==> src/rtl/wdc_pkg.sv <==
package wdc_pkg;

    // Dual-mode clear pairing: which strobe of the pair is pending
    typedef enum logic [1:0] {
        CLR_IDLE  = 2'd0,
        CLR_HAVE1 = 2'd1,
        CLR_HAVE2 = 2'd2
    } clr_st_e;

    // Run/halt tracking, with halt split by whether counting survives
    typedef enum logic [1:0] {
        MD_RUN       = 2'd0,
        MD_HALT_LIVE = 2'd1,
        MD_HALT_HELD = 2'd2
    } mode_st_e;

endpackage

==> src/rtl/wdc_clear_fsm.sv <==
module wdc_clear_fsm
    import wdc_pkg::*;
(
    input  logic    clk,
    input  logic    rst_n,
    input  logic    dual_mode,
    input  logic    clr_one,
    input  logic    clr_first,
    input  logic    clr_second,
    output logic    clr_fire,
    output clr_st_e st_o
);

    clr_st_e st_q, st_d;
    logic    seen_first, seen_second;

    // Merge the stored half of the pair with this cycle's strobes
    assign seen_first  = (st_q == CLR_HAVE1) || clr_first;
    assign seen_second = (st_q == CLR_HAVE2) || clr_second;

    // State register
    always_ff @(posedge clk or negedge rst_n) begin
        if (!rst_n) begin
            st_q <= CLR_IDLE;
        end else begin
            st_q <= st_d;
        end
    end

    // Next state
    always_comb begin
        st_d = st_q;
        if (!dual_mode) begin
            st_d = CLR_IDLE;
        end else begin
            unique case (st_q)
                CLR_IDLE: begin
                    if (clr_first && clr_second) st_d = CLR_IDLE;
                    else if (clr_first)          st_d = CLR_HAVE1;
                    else if (clr_second)         st_d = CLR_HAVE2;
                    else                         st_d = CLR_IDLE;
                end
                CLR_HAVE1: st_d = clr_second ? CLR_IDLE : CLR_HAVE1;
                CLR_HAVE2: st_d = clr_first  ? CLR_IDLE : CLR_HAVE2;
                default:   st_d = CLR_IDLE;
            endcase
        end
    end

    // Outputs
    always_comb begin
        if (dual_mode) begin
            clr_fire = seen_first && seen_second;
        end else begin
            clr_fire = clr_one;
        end
        st_o = st_q;
    end

endmodule

==> src/rtl/wdc_mode_fsm.sv <==
module wdc_mode_fsm
    import wdc_pkg::*;
(
    input  logic     clk,
    input  logic     rst_n,
    input  logic     halted,
    input  logic     src_sel,
    output logic     count_en,
    output logic     in_halt,
    output mode_st_e st_o
);

    mode_st_e st_q, st_d;

    // State register
    always_ff @(posedge clk or negedge rst_n) begin
        if (!rst_n) begin
            st_q <= MD_RUN;
        end else begin
            st_q <= st_d;
        end
    end

    // Next state: the source picked at halt entry stays for the whole halt
    always_comb begin
        st_d = st_q;
        unique case (st_q)
            MD_RUN: begin
                if (halted) st_d = src_sel ? MD_HALT_HELD : MD_HALT_LIVE;
                else        st_d = MD_RUN;
            end
            MD_HALT_LIVE: st_d = halted ? MD_HALT_LIVE : MD_RUN;
            MD_HALT_HELD: st_d = halted ? MD_HALT_HELD : MD_RUN;
            default:      st_d = MD_RUN;
        endcase
    end

    // Outputs
    always_comb begin
        count_en = (st_q != MD_HALT_HELD);
        in_halt  = (st_q != MD_RUN);
        st_o     = st_q;
    end

endmodule

==> src/rtl/wdc_counter.sv <==
module wdc_counter #(
    parameter int PRE_W = 8,
    parameter int CNT_W = 8
) (
    input  logic             clk,
    input  logic             rst_n,
    input  logic             tick,
    input  logic             count_en,
    input  logic             clr,
    input  logic             halt_flag,
    output logic             wrap_o,
    output logic             wrap_halt_o,
    output logic [PRE_W-1:0] pre_o,
    output logic [CNT_W-1:0] cnt_o
);

    logic [PRE_W-1:0] pre_q;
    logic [CNT_W-1:0] cnt_q;
    logic             step, pre_full, cnt_full, wrap_now;
    logic             wrap_q, wrap_halt_q;

    // A clear always beats a tick in the same cycle
    assign step     = tick && count_en && !clr;
    assign pre_full = &pre_q;
    assign cnt_full = &cnt_q;
    assign wrap_now = step && pre_full && cnt_full;

    always_ff @(posedge clk or negedge rst_n) begin
        if (!rst_n) begin
            pre_q       <= '0;
            cnt_q       <= '0;
            wrap_q      <= 1'b0;
            wrap_halt_q <= 1'b0;
        end else begin
            wrap_q      <= wrap_now;
            wrap_halt_q <= wrap_now && halt_flag;
            if (clr) begin
                pre_q <= '0;
                cnt_q <= '0;
            end else if (step) begin
                pre_q <= pre_q + 1'b1;
                if (pre_full) cnt_q <= cnt_q + 1'b1;
            end
        end
    end

    assign wrap_o      = wrap_q;
    assign wrap_halt_o = wrap_halt_q;
    assign pre_o       = pre_q;
    assign cnt_o       = cnt_q;

endmodule

==> src/rtl/wdt_dualclr.sv <==
module wdt_dualclr
    import wdc_pkg::*;
#(
    parameter int PRE_W = 8,
    parameter int CNT_W = 8
) (
    input  logic clk,
    input  logic rst_n,
    input  logic src_sel,
    input  logic dual_mode,
    input  logic osc_tick,
    input  logic sys_tick,
    input  logic clr_one,
    input  logic clr_first,
    input  logic clr_second,
    input  logic halt_enter,
    input  logic halted,
    output logic tmo_pulse,
    output logic tmo_warm
);

    logic             tick_sel;
    logic             clr_fire, clr_any;
    logic             count_en, in_halt;
    clr_st_e          clr_st;
    mode_st_e         mode_st;
    logic [PRE_W-1:0] pre_w;
    logic [CNT_W-1:0] cnt_w;

    assign tick_sel = src_sel ? sys_tick : osc_tick;
    assign clr_any  = clr_fire || halt_enter;

    wdc_clear_fsm u_clr (
        .clk        (clk),
        .rst_n      (rst_n),
        .dual_mode  (dual_mode),
        .clr_one    (clr_one),
        .clr_first  (clr_first),
        .clr_second (clr_second),
        .clr_fire   (clr_fire),
        .st_o       (clr_st)
    );

    wdc_mode_fsm u_mode (
        .clk      (clk),
        .rst_n    (rst_n),
        .halted   (halted),
        .src_sel  (src_sel),
        .count_en (count_en),
        .in_halt  (in_halt),
        .st_o     (mode_st)
    );

    wdc_counter #(
        .PRE_W (PRE_W),
        .CNT_W (CNT_W)
    ) u_cnt (
        .clk         (clk),
        .rst_n       (rst_n),
        .tick        (tick_sel),
        .count_en    (count_en),
        .clr         (clr_any),
        .halt_flag   (in_halt),
        .wrap_o      (tmo_pulse),
        .wrap_halt_o (tmo_warm),
        .pre_o       (pre_w),
        .cnt_o       (cnt_w)
    );

endmodule

==> config.mk <==
export PLATFORM = sky130hd
export DESIGN_NAME = wdt_dualclr
export DESIGN_NICKNAME = d
export VERILOG_FILES = /design/src/rtl/wdc_pkg.sv /design/src/rtl/wdc_clear_fsm.sv /design/src/rtl/wdc_mode_fsm.sv /design/src/rtl/wdc_counter.sv /design/src/rtl/wdt_dualclr.sv
export SDC_FILE = /design/constraint.sdc
export NUM_CORES = 1
export LEC_CHECK = 0
export ABC_CLOCK_PERIOD_IN_PS = 1800
export CORE_MARGIN = 10
export CORE_UTILIZATION = 51
export CTS_BUF_LIST = sky130_fd_sc_hd__clkbuf_4
export DETAILED_ROUTE_END_ITERATION = 8
export PLACE_DENSITY = 0.86
export SYNTH_ARGS = -nofsm -noshare
export SYNTH_HDL_FRONTEND = slang
export SYNTH_HIERARCHICAL = 1
export SYNTH_SLANG_ARGS = --single-unit
==> constraint.sdc <==
create_clock -name clk -period 1.8 [get_ports clk]
set_clock_uncertainty 0.2 [all_clocks]
set_input_delay 0.36 -clock clk [delete_from_list [all_inputs] [get_ports clk]]
set_output_delay 0.36 -clock clk [all_outputs]
set_load 0.05 [all_outputs]
# Yosys cells after proc, flatten, opt, wreduce, memory -nomap -nowiden
# Index checks and enable logic that the tools add are counted.
# word_totals
regBits	22
input_bits	11
output_inout_bits	2
# op_classes
n_addsub	2
eq_ne	5
mux	19
n_reduce_logical	19
# ops
op	count
8-bit two-way mux	5
8-bit by 1-bit adder with 8-bit output, second input constant	2
2-bit two-way mux	8
8-bit AND reduction	2
2-bit case mux with 3 select lines	2
1-bit logical AND	7
2-bit nonzero test	3
2-bit by 1-bit == test with 1-bit output, second input constant	2
2-bit == test, second input constant	2
2-bit zero test	2
1-bit two-way mux	4
1-bit logical OR	3
2-bit != test, second input constant	1
2-bit AND reduction	1
1-bit zero test	1

# Logic depth before layout (Yosys ltp)
# Gate-level depths: netlist of the first run.
# logic_depth
word_depth	10
ltp_mapped	7
depth_no_buf	6

# Modules after synthesis
# The synthesis of the first run kept the hierarchy.
# modules_own_cells
mod	n_inst	cells_each	area_each_um2
wdc_counter	1	84	863.3
wdc_clear_fsm	1	10	101.3
wdc_mode_fsm	1	8	97.6
wdt_dualclr	1	2	21.3

# Worst setup path after synthesis of the first run
# OpenSTA, ideal clock, no wires.
# synth_timing
path_kind	input -> register
from	in src_sel
to	reg u_cnt.cnt_q[5] (netlist: u_cnt/cnt_o[5])
setup_time_ns	0.078
arrival_ns	1.550
required_time_ns	1.522
setup_slack_ns	-0.027
stages	5
n_path_buf	0
path_cell_list	mux2_4 -> and4_4 -> nand3_4 -> or4_1 -> a21oi_1
# synth_between
elab_chain_len	5
# synth_lines
item	line_no	source
start, declared	wdt_dualclr.sv:9	input logic src_sel,
1-bit two-way mux	wdt_dualclr.sv:30	assign tick_sel = src_sel ? sys_tick : osc_tick;
1-bit logical AND (2 in series)	wdc_counter.sv:23	assign step = tick && count_en && !clr;
2-bit nonzero test (no line)	n/a	
2-bit AND reduction (no line)	n/a	
end signal, assigned	wdc_counter.sv:42	if (pre_full) cnt_q <= cnt_q + 1'b1;
end, declared	wdc_counter.sv:18	logic [CNT_W-1:0] cnt_q;
# Every way passes these cells.
# A chain may end at the register's enable or synchronous reset.

# Final worst setup path of the first run
# layout_timing
from	reg u_cnt.pre_q[1] (netlist: u_cnt/pre_o[1])
to	reg u_cnt.cnt_q[5] (netlist: u_cnt/cnt_o[5])
# layout_between
elab_chain_len	3
# layout_lines
item	line_no	source
start, declared	wdc_counter.sv:17	logic [PRE_W-1:0] pre_q;
start signal, assigned	wdc_counter.sv:41	pre_q <= pre_q + 1'b1;
8-bit AND reduction	wdc_counter.sv:24	assign pre_full = &pre_q;
2-bit nonzero test (no line)	n/a	
2-bit AND reduction (no line)	n/a	
# Every way passes these cells.

==> results of run 1 <==
[path summary, 6_finish.rpt]
check | depth (start not counted) | end | startpoint | slack (ns)
max | 5 | u_cnt/cnt_o[5] | u_cnt/pre_o[1] | 0.005
min in group clk | 1 | u_clr/st_o[0] | u_clr/st_o[1] | 0.31
max reg2reg | 5 | u_cnt/cnt_o[5] | u_cnt/pre_o[1] | 0.005
max in group asynchronous | 2 | u_cnt/pre_o[7] | rst_n | 0.98
min reg2reg | 1 | u_clr/st_o[0] | u_clr/st_o[1] | 0.31
min | 2 | u_cnt/wrap_halt_o | rst_n | 0.19
[worst max-delay path: cells and delay by family, from the launching register on]
| family | cells | cell delay, ns |
|---|---|---|
| AO/OA/AOI/OAI | 1 | 0.12 |
| adder cells (fa/ha/maj) | 1 | 0.19 |
| flip-flops | 1 | 0.40 |
| AND/OR/NAND/NOR | 3 | 0.83 |
[metal layers]
layer | global-route usage | up-vias
met1 | 0.140 | 433
li1 | - | 443
met2 | 0.201 | 7
met3 | 0.0288 | 2
met5 | 0 | -
met4 | 0.0471 | 0
[placed cells by master, fill, tap and decap left out, drive strengths merged]
master,instances
clkbuf,3
nor4,2
nand3b,1
nor4b,1
o21ai,3
nor2,14
nor3b,2
and4,2
nand3,6
mux2i,1
dfrtp,22
buf,21
xor2,6
o211a,1
nand4,6
nor2b,2
a31oi,1
nand2b,1
o31ai,2
clkdlybuf4s50,7
nand2,7
dlygate4sd2,3
ha,2
or2,2
or4,2
xnor2,4
nor3,3
mux2,1
or3,2
a21oi,5
and2,1
bufinv,1
[timing repair]
action	in CTS	in global routing
setup endpoints to repair	9	5
gates cloned	0	0
pin swaps	5	4
buffers inserted	1	2
gates resized for setup	5	5
[where the power goes]
part	switching (mW)	internal, mW
clock network	0.147	0.225
logic	0.0498	0.0553
registers	0.00592	0.502
[cells by family after synthesis]
family | after synthesis | synth area share
adders and majority gates | 2 | 0.0231
and+or+nand+nor | 54 | 0.292
buffers and inverters | 2 | 0.00693
DFF | 22 | 0.508
muxes | 2 | 0.0231
AOI/OAI and AO/OA | 12 | 0.0658
xor gates and xnor gates | 10 | 0.0808
[flip-flops by register name, indices dropped and copies added, names as in the netlist]
signal	count
u_cnt/cnt_o	8
u_cnt/pre_o	8
u_clr/st_o	2
u_mode/st_o	2
u_cnt/wrap_halt_o	1
u_cnt/wrap_o	1
[cell type report]
| class | count | area [µm²] |
|---|---|---|
| clock buffer | 3 | 22.5 |
| clock inverter | 1 | 30.0 |
| fill | 141 | 531 |
| multi-input combinational | 80 | 561 |
| sequential | 22 | 551 |
| tap | 27 | 33.8 |
| timing repair buffer | 31 | 254 |
==> impl_results.md, run 1 <==
* WS Path Type: flip-flop to flip-flop
* Vias at 885
* Layout area overhead at 33.9%
* Worst setup margin at 0.00512 ns
* Die ar. at between 4000 and 5000 µm²
* Max-cap violations at 0
* First-pass GRT wire length at ~4000 µm
* Post-DRT Antenna Nets at 0
* Top-count cell post-synth: dfrtp_1
* Leak at 0.628 nW
* PwrDens at slightly below 700 nW/µm²
* Routed WL per cell at about 15 µm
* Worst slack at placement at -0.536 ns
* Synth Cell Area at approximately 1100 µm²
* Congestion Overflow GR at 0
* Die width at 66.1 µm
* Yosys cell types at 32
* Dpl hpwl at around 1800 µm
* #FFs+latches synth at 22
* Vias in the first global route at approximately 900
* Synth warnings at 6
* Max IR drop VDD at 0.567 mV
* Least-Margin Pin Slew at 0.287 ns
* DIE HEIGHT at ~66 µm
* Final non-filler cell total at 164
* Highest metal used: met4
* Max clock buf depth at 2
* CP endpoint kind: flip-flop
* Crit path cell chain: ha_2, and4_4, nand3_4, or4_4, a21oi_2
* Met3 WL post-DR at 83 µm
* Ys async rst share at 1.00
* Total Wirelength at 2520 µm
* Top-area cell type share of the netlist area at 0.508
* CTS tree: done
* Layout cells sized above 1 at 0.299
* Fin Setup TNS at 0 ns
* Synth top cells by count: 22 x dfrtp_1, 14 x nor2_1, 7 x nand2_1
* Post-route clock period utilization at 0.997
* Placed Cells incl. Taps at 157
* Synth area leaders: dfrtp_1 51%, nor2_1 4.8%, xor2_1 4.8%
* Area after DPL at 1350 µm²
* Metal-1 WL at 1070 µm
* CTS Hold Bufs at 0
* Finished Core Util at 0.732
* Crit-path max FO at 4
* Critical-path top delay cell: or4_4
* Largest area contributor in the netlist: dfrtp_1
* Initial DRT Pass Iterations at 3
* DRC violations left at 0
* Clock transition at the registers of the reported paths at 0.13 ns
* Final instance area at 1450 µm²
* Row cnt at 16
* Final Hold Fails at 0
* CTS H-Tree Depth at 1
* Starting density of the core at 0.547
* Routed wl met2 at 1350 µm
* Io pins at 13
* Largest net degree at the start of global routing at 23
* Synth Area per Inst at 10.4 µm²
* CTS buffer count at 3
* CTS Sinks at 22
* GP Congestion at 0.789
* Final Max Slew Viols at 0
* Hold_ws at 0.193 ns
* Synthesized instance count at 104
* Layout Nets at ~150
* Biggest cell delay along the critical path at around 0.5 ns
* Core area at 1980 µm²
* Dominant synthesized flop cell: dfrtp_1
* Final setup violation count at 0
* Total GRT Usage at 0.119
* Fmax at 0.557 GHz
* Syn nets at 117
* EDFF count, synth at 0
* HP Class: input pin to asynchronous set/reset pin
* Starting DRT DRC Count at 36
* Arr. time, crit path at 1.84 ns
* Max-slew headroom at 0.807
* Period minus WS final at ~1.8 ns
* Avg Vias per Cell at roughly 5.4
* CP Launch Type: flip-flop
* RSZ-0062 raised after global routing: yes
* Power Total at around 980 µW
* Skew-Pair Late Insertion Delay at 0.30 ns
* Antenna violations before repair at 0
* ANT cells at 0
* Outcome: completed
* WP data required at roughly 1.9 ns
* Root Buffer: clkbuf_4
* IO buf count at 12
* Sequential area share after synthesis at 0.508
Note: power is estimated with default switching activity, not from simulation.
==> run 2, diff against run 1 <==
Settings changed: CTS_CLUSTER_DIAMETER set to 60, GPL_TIMING_DRIVEN set to 1.
==> results of run 2 <==
Final layout, timing and power as in run 1 (identical DEF).
